--- src/rtl/jfb_pkg.sv ---
package jfb_pkg;

   typedef enum logic {
      DIR_UP = 1'b0,
      DIR_DN = 1'b1
   } tri_dir_e;

   function automatic int pct_of(input int value, input int pct);
      return (value * pct) / 100;
   endfunction

   function automatic int imax(input int a, input int b);
      return (a > b) ? a : b;
   endfunction

   function automatic int imin(input int a, input int b);
      return (a < b) ? a : b;
   endfunction

endpackage

--- src/rtl/jfb_dither.sv ---
module jfb_dither
   import jfb_pkg::*;
#(
   parameter int JW = 4,
   parameter int HW = 6,
   parameter bit EN = 1'b1
) (
   input  logic                 clk,
   input  logic                 rst_n,
   input  logic                 step_i,
   input  logic [JW-1:0]        jmax_i,
   input  logic [HW-1:0]        hold_i,
   output logic signed [JW-1:0] dith_o
);

   generate
      if (EN) begin : g_tri
         localparam logic signed [JW-1:0] ONE = JW'(1);
         logic signed [JW-1:0] d_q;
         logic signed [JW-1:0] lim;
         tri_dir_e             dir_q;
         logic [HW-1:0]        hc_q;

         assign lim    = $signed(jmax_i);
         assign dith_o = d_q;

         always_ff @(posedge clk) begin
            if (!rst_n) begin
               d_q   <= '0;
               dir_q <= DIR_UP;
               hc_q  <= '0;
            end else if (step_i) begin
               if (hc_q == hold_i - HW'(1)) begin
                  hc_q <= '0;
                  if (dir_q == DIR_UP) begin
                     if (d_q >= lim) begin
                        dir_q <= DIR_DN;
                        d_q   <= d_q - ONE;
                     end else begin
                        d_q   <= d_q + ONE;
                     end
                  end else begin
                     if (d_q <= -lim) begin
                        dir_q <= DIR_UP;
                        d_q   <= d_q + ONE;
                     end else begin
                        d_q   <= d_q - ONE;
                     end
                  end
               end else begin
                  hc_q <= hc_q + HW'(1);
               end
            end
         end

         AST_DITH_BOUND: assert property (@(posedge clk) disable iff (!rst_n)
            (d_q <= lim) && (d_q >= -lim));
         AST_DITH_HELD: assert property (@(posedge clk) disable iff (!rst_n)
            !step_i |=> $stable(d_q));
      end else begin : g_flat
         assign dith_o = '0;
      end
   endgenerate

endmodule

--- src/rtl/jfb_fbmap.sv ---
module jfb_fbmap #(
   parameter int FB_W        = 12,
   parameter int PER_W       = 8,
   parameter int SP_W        = 10,
   parameter int PER_A       = 100,
   parameter int PER_B       = 65,
   parameter int PER_MIN     = 250,
   parameter int FOLD_MV     = 1500,
   parameter int FOLD_END_MV = 450,
   parameter int SKIP_MV     = 400,
   parameter int SKIP_HYS_MV = 40,
   parameter int FREEZE_MV   = 1000,
   parameter int SP_TOP_MV   = 3200,
   parameter int SP_DIV      = 4
) (
   input  logic             clk,
   input  logic             rst_n,
   input  logic             sel_i,
   input  logic [FB_W-1:0]  fb_i,
   output logic [PER_W-1:0] base_o,
   output logic             skip_o,
   output logic [SP_W-1:0]  sp_o
);

   localparam logic [FB_W-1:0] SKIP_ON_C  = FB_W'(SKIP_MV);
   localparam logic [FB_W-1:0] SKIP_OFF_C = FB_W'(SKIP_MV + SKIP_HYS_MV);
   localparam int              SPAN       = FOLD_MV - FOLD_END_MV;
   localparam int              SP_LO      = FREEZE_MV / SP_DIV;
   localparam int              SP_HI      = SP_TOP_MV / SP_DIV;

   logic [31:0]      fb32;
   logic [31:0]      pnom32;
   logic [31:0]      base32;
   logic [31:0]      sp32;
   logic [PER_W-1:0] base_q;
   logic             skip_q;
   logic [SP_W-1:0]  sp_q;

   always_comb begin
      fb32   = 32'(fb_i);
      pnom32 = sel_i ? 32'(PER_B) : 32'(PER_A);
      if (fb32 >= 32'(FOLD_MV)) begin
         base32 = pnom32;
      end else if (fb32 <= 32'(FOLD_END_MV)) begin
         base32 = 32'(PER_MIN);
      end else begin
         base32 = pnom32 + ((32'(PER_MIN) - pnom32) * (32'(FOLD_MV) - fb32)) / 32'(SPAN);
      end
      if (fb32 < 32'(FREEZE_MV)) begin
         sp32 = 32'(SP_LO);
      end else if (fb32 > 32'(SP_TOP_MV)) begin
         sp32 = 32'(SP_HI);
      end else begin
         sp32 = fb32 / 32'(SP_DIV);
      end
   end

   always_ff @(posedge clk) begin
      if (!rst_n) begin
         base_q <= sel_i ? PER_W'(PER_B) : PER_W'(PER_A);
         skip_q <= 1'b0;
         sp_q   <= SP_W'(SP_LO);
      end else begin
         base_q <= PER_W'(base32);
         sp_q   <= SP_W'(sp32);
         if (fb_i < SKIP_ON_C) begin
            skip_q <= 1'b1;
         end else if (fb_i >= SKIP_OFF_C) begin
            skip_q <= 1'b0;
         end
      end
   end

   assign base_o = base_q;
   assign skip_o = skip_q;
   assign sp_o   = sp_q;

   AST_SKIP_BAND_HOLD: assert property (@(posedge clk) disable iff (!rst_n)
      (fb_i >= SKIP_ON_C) && (fb_i < SKIP_OFF_C) |=> $stable(skip_q));
   AST_SP_WINDOW: assert property (@(posedge clk) disable iff (!rst_n)
      (sp_q >= SP_W'(SP_LO)) && (sp_q <= SP_W'(SP_HI)));
   AST_BASE_SPAN: assert property (@(posedge clk) disable iff (!rst_n)
      base_q <= PER_W'(PER_MIN));

endmodule

--- src/rtl/jfb_timebase.sv ---
module jfb_timebase
   import jfb_pkg::*;
#(
   parameter int REF_KHZ     = 6500,
   parameter int FNOM_A_KHZ  = 65,
   parameter int FNOM_B_KHZ  = 100,
   parameter int FMIN_KHZ    = 26,
   parameter int JIT_PCT     = 5,
   parameter int MOD_HZ      = 240,
   parameter int DUTY_PCT    = 80,
   parameter int FB_W        = 12,
   parameter int SP_W        = 10,
   parameter int FOLD_MV     = 1500,
   parameter int FOLD_END_MV = 450,
   parameter int SKIP_MV     = 400,
   parameter int SKIP_HYS_MV = 40,
   parameter int FREEZE_MV   = 1000,
   parameter int SP_TOP_MV   = 3200,
   parameter int SP_DIV      = 4
) (
   input  logic            clk,
   input  logic            rst_n,
   input  logic            freq_sel_i,
   input  logic [FB_W-1:0] fb_mv_i,
   output logic            cyc_set_o,
   output logic            max_duty_o,
   output logic            skip_o,
   output logic [SP_W-1:0] ipk_code_o
);

   localparam int PER_A   = REF_KHZ / FNOM_A_KHZ;
   localparam int PER_B   = REF_KHZ / FNOM_B_KHZ;
   localparam int PER_MIN = REF_KHZ / FMIN_KHZ;
   localparam int JIT_A   = pct_of(PER_A, JIT_PCT);
   localparam int JIT_B   = pct_of(PER_B, JIT_PCT);
   localparam int JMAX    = imax(JIT_A, JIT_B);
   localparam int HOLD_A  = imax(1, (FNOM_A_KHZ * 1000 / MOD_HZ) / (4 * imax(JIT_A, 1)));
   localparam int HOLD_B  = imax(1, (FNOM_B_KHZ * 1000 / MOD_HZ) / (4 * imax(JIT_B, 1)));
   localparam int HMAX    = imax(HOLD_A, HOLD_B);
   localparam int PER_MAX = PER_MIN + JMAX;
   localparam int PER_LO  = imin(PER_A, PER_B) - JMAX;
   localparam int PER_W   = $clog2(PER_MAX + 1);
   localparam int JW      = $clog2(JMAX + 1) + 1;
   localparam int HW      = $clog2(HMAX + 1);
   localparam int SW      = PER_W + 2;
   localparam int DMAX_A  = pct_of(PER_A, DUTY_PCT);
   localparam int DMAX_B  = pct_of(PER_B, DUTY_PCT);

   generate
      if (PER_A >= PER_MIN || PER_B >= PER_MIN) begin : g_bad_rates
         $error("nominal periods must be shorter than the folded minimum-rate period");
      end
      if (DUTY_PCT <= 0 || DUTY_PCT >= 100) begin : g_bad_duty
         $error("duty limit must lie strictly between 0 and 100 percent");
      end
      if (FOLD_MV <= FOLD_END_MV || FOLD_END_MV < SKIP_MV) begin : g_bad_fold
         $error("foldback thresholds out of order");
      end
      if (SP_TOP_MV / SP_DIV >= (1 << SP_W) || FB_W > 16) begin : g_bad_width
         $error("setpoint or feedback width too small or too large");
      end
      if (PER_LO < 4) begin : g_bad_lo
         $error("dithered period too short for the duty counter");
      end
   endgenerate

   logic [PER_W-1:0]      cnt_q;
   logic [PER_W-1:0]      per_q;
   logic [PER_W-1:0]      dmax_q;
   logic                  set_q;
   logic                  mx_q;
   logic                  live_q;
   logic                  wrap;
   logic [PER_W-1:0]      base;
   logic                  skip;
   logic signed [JW-1:0]  dith;
   logic signed [SW-1:0]  sum;
   logic [PER_W-1:0]      per_nx;
   logic [PER_W-1:0]      dmax_nx;

   jfb_fbmap #(
      .FB_W(FB_W), .PER_W(PER_W), .SP_W(SP_W),
      .PER_A(PER_A), .PER_B(PER_B), .PER_MIN(PER_MIN),
      .FOLD_MV(FOLD_MV), .FOLD_END_MV(FOLD_END_MV),
      .SKIP_MV(SKIP_MV), .SKIP_HYS_MV(SKIP_HYS_MV),
      .FREEZE_MV(FREEZE_MV), .SP_TOP_MV(SP_TOP_MV), .SP_DIV(SP_DIV)
   ) i_fbmap (
      .clk    (clk),
      .rst_n  (rst_n),
      .sel_i  (freq_sel_i),
      .fb_i   (fb_mv_i),
      .base_o (base),
      .skip_o (skip),
      .sp_o   (ipk_code_o)
   );

   jfb_dither #(
      .JW(JW), .HW(HW), .EN(JMAX > 0)
   ) i_dither (
      .clk    (clk),
      .rst_n  (rst_n),
      .step_i (wrap),
      .jmax_i (freq_sel_i ? JW'(JIT_B) : JW'(JIT_A)),
      .hold_i (freq_sel_i ? HW'(HOLD_B) : HW'(HOLD_A)),
      .dith_o (dith)
   );

   assign wrap = (cnt_q == per_q - PER_W'(1));

   always_comb begin
      sum     = SW'($signed({1'b0, base})) + SW'(dith);
      per_nx  = PER_W'(sum);
      dmax_nx = PER_W'((32'(per_nx) * 32'(DUTY_PCT)) / 32'(100));
   end

   always_ff @(posedge clk) begin
      if (!rst_n) begin
         cnt_q  <= '0;
         per_q  <= freq_sel_i ? PER_W'(PER_B) : PER_W'(PER_A);
         dmax_q <= freq_sel_i ? PER_W'(DMAX_B) : PER_W'(DMAX_A);
         set_q  <= 1'b0;
         mx_q   <= 1'b0;
         live_q <= 1'b0;
      end else begin
         mx_q <= live_q && !wrap && (cnt_q == dmax_q - PER_W'(1));
         if (wrap) begin
            cnt_q  <= '0;
            per_q  <= per_nx;
            dmax_q <= dmax_nx;
            set_q  <= !skip;
            live_q <= !skip;
         end else begin
            cnt_q  <= cnt_q + PER_W'(1);
            set_q  <= 1'b0;
         end
      end
   end

   assign cyc_set_o  = set_q;
   assign max_duty_o = mx_q;
   assign skip_o     = skip;

   AST_PULSE_EXCL: assert property (@(posedge clk) disable iff (!rst_n)
      !(set_q && mx_q));
   AST_DUTY_INSIDE: assert property (@(posedge clk) disable iff (!rst_n)
      dmax_q < per_q);
   AST_PER_HELD: assert property (@(posedge clk) disable iff (!rst_n)
      !wrap |=> $stable(per_q));
   AST_PER_SPAN: assert property (@(posedge clk) disable iff (!rst_n)
      (per_q >= PER_W'(PER_LO)) && (per_q <= PER_W'(PER_MAX)));
   AST_SKIP_GATE: assert property (@(posedge clk) disable iff (!rst_n)
      skip |=> !set_q);

endmodule

--- config.mk ---
export PLATFORM = sky130hd
export DESIGN_NAME = jfb_timebase
export DESIGN_NICKNAME = d
export VERILOG_FILES = /design/src/rtl/jfb_pkg.sv /design/src/rtl/jfb_dither.sv /design/src/rtl/jfb_fbmap.sv /design/src/rtl/jfb_timebase.sv
export SDC_FILE = /design/constraint.sdc
export NUM_CORES = 1
export LEC_CHECK = 0
export ABC_AREA = 0
export BUFFER_PORTS_ARGS = -buffer_cell sky130_fd_sc_hd__buf_2
export CELL_PAD_IN_SITES_DETAIL_PLACEMENT = 1
export CELL_PAD_IN_SITES_GLOBAL_PLACEMENT = 1
export CORE_MARGIN = 3
export CORE_UTILIZATION = 49
export DETAILED_ROUTE_END_ITERATION = 6
export PLACE_DENSITY_LB_ADDON = 0.2
export SKIP_LAST_GASP = 1
export SYNTH_ARGS = -nofsm -noshare
export SYNTH_HDL_FRONTEND = slang
export SYNTH_HIERARCHICAL = 1
export SYNTH_SLANG_ARGS = --single-unit
--- constraint.sdc ---
create_clock -name clk -period 23 [get_ports clk]
set_input_delay 4.6 -clock clk [delete_from_list [all_inputs] [get_ports clk]]
set_output_delay 4.6 -clock clk [all_outputs]
set_load 0.03 [all_outputs]
==> metrics.md, run 1 <==
| Metric | Value |
|---|---|
| Post-Synthesis Cells | `1849` |
| GR Util met2 | `0.4900` |
| Clock-pin slew on the worst setup and hold paths | `around 0.050 ns` |
| Final Critical Period | `between 20 and 25 ns` |
| Core area | `~0.028 mm²` |
| Die width | `176.9 µm` |
| Hold WC Path Type | `register to register` |
| R2R setup slack | `12.21 ns` |
| Cts hold-fix bufs | `0` |
| FF+latch area | `roughly 0.0013 mm²` |
| Clk_skew | `just over 0.006 ns` |
| TritonCTS sink count | `57` |
| Fin crit share | `0.9597` |
| Final Max Tran Viols | `0` |
| Final wirelength | `45390 µm` |
| Yosys reg bits | `57` |
| Ys Warns | `6` |
| RePlAce Congestion | `between 0.9 and 1` |
| Largest net degree at the start of global routing | `29` |
| Reg2Reg Capture Point | `dmax_q[0]` |
| Register area share after synthesis | `0.09095` |
| Async SR Flop Fraction | `0` |
| Core Util, Final | `0.5362` |
| CTS tree | `built` |
| Rows | `61` |
| Via/cell ratio | `~6.5` |
| WHS Endpoint | `max_duty_o` |
| H-tree levels | `3` |
| Cts bufs inserted | `9` |
| Top cells by area, synth | `fa_1 9.0%, ha_1 7.2%, dfxtp_1 5.7%` |
| Root buf cell | `clkbuf_16` |
| Multi-input gate area | `0.01229 mm²` |
| Pre-antenna DRT Iters | `5` |
| Antenna diodes | `0` |
| Worst Reg2Reg Path Length in Cells | `35` |
| Share of layout cells above drive strength 1 | `0.1163` |
| First-pass GRT wire length | `between 70000 and 80000 µm` |
| Final setup viols | `0` |
| Hold_ws | `0.5095 ns` |
| GRT Overall Usage | `0.2848` |
| I/O Pins | `28` |
| Crit path max-delay cell type | `nor4_1` |
| Grt met1 use | `0.3906` |
| Max_slew headroom | `0.3301` |
| Die Ht | `between 150 and 200 µm` |
| Final ANT Viol Nets | `0` |
| Vias in the first global route | `15030` |
| Final HPWL DP | `around 36000 µm` |
| Status | `complete, no violations` |
| Nets@finish | `approximately 2000` |
| Hold Path Depth | `2` |
| Cell variety after synth | `140` |
| Commonest cells in the netlist | `155 x nor2_1, 153 x nand2_1, 150 x inv_1` |
| Crit. End Element | `register` |
| Initial core utilization | `0.5066` |
| Avg WL per Cell | `roughly 20 µm` |
| Crit path max fanout | `14` |
| Post-synth EDFFs | `16` |
| Antenna violations before repair | `0` |
| Syn avg cell area | `7.738 µm²` |
| Startpoint Class | `input pin` |
| Total global routing overflow | `0` |
| Reg2Reg Launch Point | `i_dither/dith_o[0]` |
| Gr busiest metal | `met2` |
| Fillers | `between 3000 and 4000` |
| Full die area | `roughly 0.031 mm²` |
| Max cap viols | `0` |
| Mapped cell area | `0.01431 mm²` |
| Drc violations | `0` |
| CP Data Arrival Time | `approximately 22 ns` |
| Most frequent cell after synthesis | `nor2_1` |
| WP data required | `23.20 ns` |
| Leading area contributor after synthesis | `fa_1` |
| Port-buffer cells | `27` |
| Maximum buffer depth of the clock tree | `2` |
| DR iter-0 viols | `1082` |
| HP Start | `live_q` |
| Layout area overhead | `5.842%` |
| Setup_tns | `0 ns` |
| Synth top area share | `0.08955` |
| Final Hold Fails | `0` |
| Worst path max stage delay | `0.65 ns` |
| Met3 Usage GRT | `0.02724` |
| Maximum clock frequency | `45.31 MHz` |
| Top FF cell, synth | `dfxtp_1` |
| Critical path type | `input pin to register` |
| Most Frequent Cell on Critical Path | `inv_1` |
| Worst-Margin Slew | `between 0.9 and 1 ns` |
| Vias post-DR | `around 15000` |
| Clock Latency Late Sink | `roughly 0.33 ns` |
| Crit path from | `fb_mv_i[0]` |
cell families after synthesis:
| group | count (synthesis) | share of synthesized area |
|---|---|---|
| other cells | 4 | 0.001049 |
| buf+inv | 211 | 0.06183 |
| xor+xnor | 141 | 0.09042 |
| simple gates | 657 | 0.2401 |
| flops | 57 | 0.09095 |
| fa+ha+maj | 148 | 0.1627 |
| compound gates | 602 | 0.3310 |
| mux | 29 | 0.02195 |
critical path: cells and delay by family:
kind | cells | cell delay [ns]
AOI/OAI and AO/OA | 24 | 6.36
buffers and inverters | 8 | 1.04
adders and majority gates | 8 | 3.05
and+or+nand+nor | 19 | 6.03
muxes | 1 | 0.32
xor gates and xnor gates | 3 | 0.84
cell usage in the layout (no fill, tap or decap), drive strengths merged, types with 17 or more instances in the layout:
| cell | netlist | routed |
|---|---|---|
| xor2 | 54 | 54 |
| buf | 33 | 40 |
| nand3 | 64 | 64 |
| a211oi | 45 | 45 |
| dfxtp | 41 | 41 |
| o31ai | 20 | 20 |
| a21o | 40 | 40 |
| or3 | 21 | 21 |
| xnor2 | 86 | 86 |
| o2111ai | 17 | 17 |
| fa | 64 | 64 |
| a31oi | 32 | 32 |
| a21oi | 113 | 113 |
| nand2 | 153 | 153 |
| nand2b | 23 | 23 |
| ha | 82 | 82 |
| and2 | 29 | 29 |
| nand4 | 25 | 25 |
| nor3 | 66 | 66 |
| o211ai | 33 | 33 |
| o22ai | 17 | 17 |
| nor2 | 158 | 158 |
| inv | 152 | 152 |
| o21ai | 100 | 100 |
| and3 | 23 | 23 |
| nor4 | 23 | 23 |
| mux2i | 19 | 19 |
per-stage QoR:
step / cells / area [µm²] / setup slack [ns]
2_1_floorplan: 1853 / 14320 / 3.289
3_3_place_gp: 2208 / 14680 / 0.5659
3_5_place_dp: 2208 / 14680 / -0.1374
4_1_cts: 2223 / 14960 / 0.1223
5_1_grt: 2227 / 15140 / -0.05252
6_report: 2227 / 15140 / 0.9277
metal layers:
layer	wire length (µm)	vias to the layer above
met4	694	0
met2	21800	359
met3	1905	60
li1	-	6874
met5	0	-
met1	21000	7252
worst max path at each step:
stage / endpoint / depth (start not counted) / slack [ns]
6_report: i_fbmap/base_o[6] / 63 / 0.93
5_1_grt: i_fbmap/base_o[6] / 63 / -0.05
4_1_cts: i_fbmap/base_o[6] / 60 / 0.12
3_5_place_dp: i_fbmap/base_o[6] / 60 / -0.14
3_3_place_gp: i_fbmap/base_o[6] / 59 / 0.57
2_1_floorplan: i_fbmap/base_o[6] / 63 / 3.29
layout make-up:
cell class | count | area share
multi-input combinational | 1585 | 0.8114
sequential | 57 | 0.08593
inverter | 152 | 0.03768
tap | 378 | 0.03123
clock buffer | 11 | 0.01537
timing repair buffer | 40 | 0.01537
clock inverter | 4 | 0.002974
what timing repair did:
item                                    CTS  global route
endpoints found under the setup margin    0             8
resized for setup                         0            24
setup buffers                             0             4
flip-flops by register name, summed over array words and instances (netlist names):
signal	cells
live_q	1
i_dither/g_tri.dir_q	1
max_duty_o	1
cyc_set_o	1
i_dither/dith_o	4
per_q	8
cnt_q	8
dmax_q	8
i_dither/g_tri.hc_q	6
i_fbmap/skip_o	1
i_fbmap/base_o	8
i_fbmap/sp_o	10
Power of run 1 is not shown: default switching activity piles up to over one toggle a cycle in this logic, so the estimate is an artifact.
==> run 2: changes to the inputs <==
--- a/config.mk
+++ b/config.mk
@@ -13,6 +13,7 @@
 export CORE_UTILIZATION = 49
 export DETAILED_ROUTE_END_ITERATION = 6
 export PLACE_DENSITY_LB_ADDON = 0.2
+export REMOVE_ABC_BUFFERS = 1
 export SKIP_LAST_GASP = 1
 export SYNTH_ARGS = -nofsm -noshare
 export SYNTH_HDL_FRONTEND = slang
==> run 2 against run 1 <==
Effect of this change: fmax up 0.84%; clock-buffer cell count up 2; cell count unchanged; largest cell class unchanged.
==> metrics.md, run 2 (synthesis gave the netlist of run 1 again) <==
| Metric | Value |
|---|---|
| Worst-Margin Slew | `0.9931 ns (-0.004606 ns)` |
| RePlAce Congestion | `0.9209 (+1.3%)` |
| Die Ht | `176.9 µm (unchanged)` |
| Startpoint Class | `input pin` |
| Most common cell after layout, fill and taps aside | `nor2_1` |
| Clock-pin slew on the worst setup and hold paths | `0.05 ns (about the same)` |
| Share of layout cells above drive strength 1 | `0.1180 (+0.001686)` |
| Commonest non-fill, non-tap cells in the layout | `154 x nor2_1, 153 x nand2_1, 150 x inv_1` |
| Clk_skew | `0.008690 ns (+0.002548 ns)` |
| Rows | `61 (unchanged)` |
| Worst path max stage delay | `0.59 ns (-0.06 ns)` |
| Antenna violations before repair | `1 (+1)` |
| DR iter-0 viols | `936 (-13%)` |
| Die width | `176.9 µm (unchanged)` |
| Hold WC Path Type | `register to register` |
| GRT Overall Usage | `0.2837 (-0.001073)` |
| Final HPWL DP | `35690 µm (-0.39%)` |
| Status | `complete, no violations` |
| Vias post-DR | `14500 (-0.29%)` |
| DP Area | `0.01468 mm² (unchanged)` |
| Initial core utilization | `0.5066 (unchanged)` |
| Cts bufs inserted | `9 (unchanged)` |
| Vias in the first global route | `14770 (-1.7%)` |
| Final Critical Period | `21.89 ns (-0.1830 ns)` |
| Hold_ws | `0.5202 ns (+0.01072 ns)` |
| Avg WL per Cell | `20.19 µm (-0.96%)` |
| H-tree levels | `3 (unchanged)` |
| Cts hold-fix bufs | `0 (unchanged)` |
| Nets@finish | `2004 (-0.10%)` |
| Max reg flops | `10 (unchanged)` |
| First-pass GRT wire length | `75050 µm (-0.59%)` |
| Max_slew headroom | `0.3363 (+0.006247)` |
| Final Hold Fails | `0 (unchanged)` |
| Via/cell ratio | `6.512 (-0.29%)` |
| Final Cell Area | `0.01520 mm² (+0.40%)` |
| Critical path type | `input pin to register` |
| Core area | `0.02824 mm² (unchanged)` |
| TritonCTS sink count | `57 (unchanged)` |
| Fin crit share | `0.9517 (-0.007957)` |
| Final wirelength | `44950 µm (-0.96%)` |
| Full die area | `0.03128 mm² (unchanged)` |
| Final ANT Viol Nets | `0 (unchanged)` |
| WP data required | `23.21 ns (about the same)` |
| Layout area overhead | `6.261%` |
| Final Max Tran Viols | `0 (unchanged)` |
| Crit. End Element | `register` |
| Crit path max-delay cell type | `or4_4` |
| Port-buffer cells | `27 (unchanged)` |
| Largest net degree at the start of global routing | `29 (unchanged)` |
| CP Data Arrival Time | `22.10 ns (-0.18 ns)` |
| Most Frequent Cell on Critical Path | `inv_1` |
| Root buf cell | `clkbuf_16` |
| Clock Latency Late Sink | `0.34 ns (about the same)` |
| Pre-antenna DRT Iters | `5 (unchanged)` |
| Total global routing overflow | `0 (unchanged)` |
| I/O Pins | `28 (unchanged)` |
| Drc violations | `0 (unchanged)` |
| Max cap viols | `0 (unchanged)` |
| Crit path max fanout | `14 (unchanged)` |
| Maximum clock frequency | `45.68 MHz (+0.84%)` |
| Final setup viols | `0 (unchanged)` |
| CTS tree | `built` |
| Maximum buffer depth of the clock tree | `2 (unchanged)` |
## run 2: cell types whose count changed in the layout (fill, tap and decap cells not counted), sizes merged
| cell | change |
|---|---|
| buf | -2 |
| diode | +1 |
| clkinv | -2 |
| clkbuf | +2 |
| clkinvlp | +1 |
## run 2: worst max-delay path, delay by kind of cell
family | cells | cell delay [ns]
fa+ha+maj | 8 | 3.11
compound gates | 28 | 7.44
mux | 2 | 0.67
xor+xnor | 1 | 0.25
simple gates | 16 | 4.89
buf+inv | 8 | 1.11
## run 2: layout make-up
class / instances / area (µm²)
fillers: 3531 / 13040
clock inverters: 3 / 42.54
well taps: 378 / 473.0
diodes: 1 / 2.502
clock buffers: 13 / 292.8
multi-input cells: 1585 / 12300
repair buffers: 38 / 217.7
inverters: 152 / 570.5
flip-flops and latches: 57 / 1301
## run 2: worst paths after layout
| check | start | endpoint | slack (ns) | depth (start not counted) |
|---|---|---|---|---|
| worst max-delay path | fb_mv_i[0] | i_fbmap/base_o[6] | 1.11 | 63 |
| worst min-delay path | live_q | max_duty_o | 0.52 | 2 |
| worst max register to register | i_dither/dith_o[0] | dmax_q[0] | 12.16 | 35 |
| worst min register to register | live_q | max_duty_o | 0.52 | 2 |
## run 2: repair_timing
action                     4_1_cts  5_1_grt
setup endpoints to repair        0        8
resized for setup                0       28
buffers inserted                 0        2
## run 2: per-stage QoR
step | instances | TNS, ns | worst slack [ns] | utilization
after floorplan | 1794 | 0 | 2.883 | -
after global placement | 2208 | 0 | 0.8223 | 0.5200
after detailed placement | 2208 | 0 | 0.2061 | 0.5200
after CTS | 2224 | 0 | 0.4893 | 0.5319
after global routing | 2227 | -0.02360 | -0.02360 | 0.5384
final | 2227 | 0 | 1.111 | 0.5384
## run 2: per-layer routing
metal / part of all wire / routed length [µm] / GRT usage
met2: 0.48 / 21690 / 0.4912
met1: 0.47 / 21320 / 0.3975
met3: 0.032 / 1454 / 0.01995
met5: 0 / 0 / 0
met4: 0.011 / 498 / 0.04092
Power of run 2 is left out for the same reason.
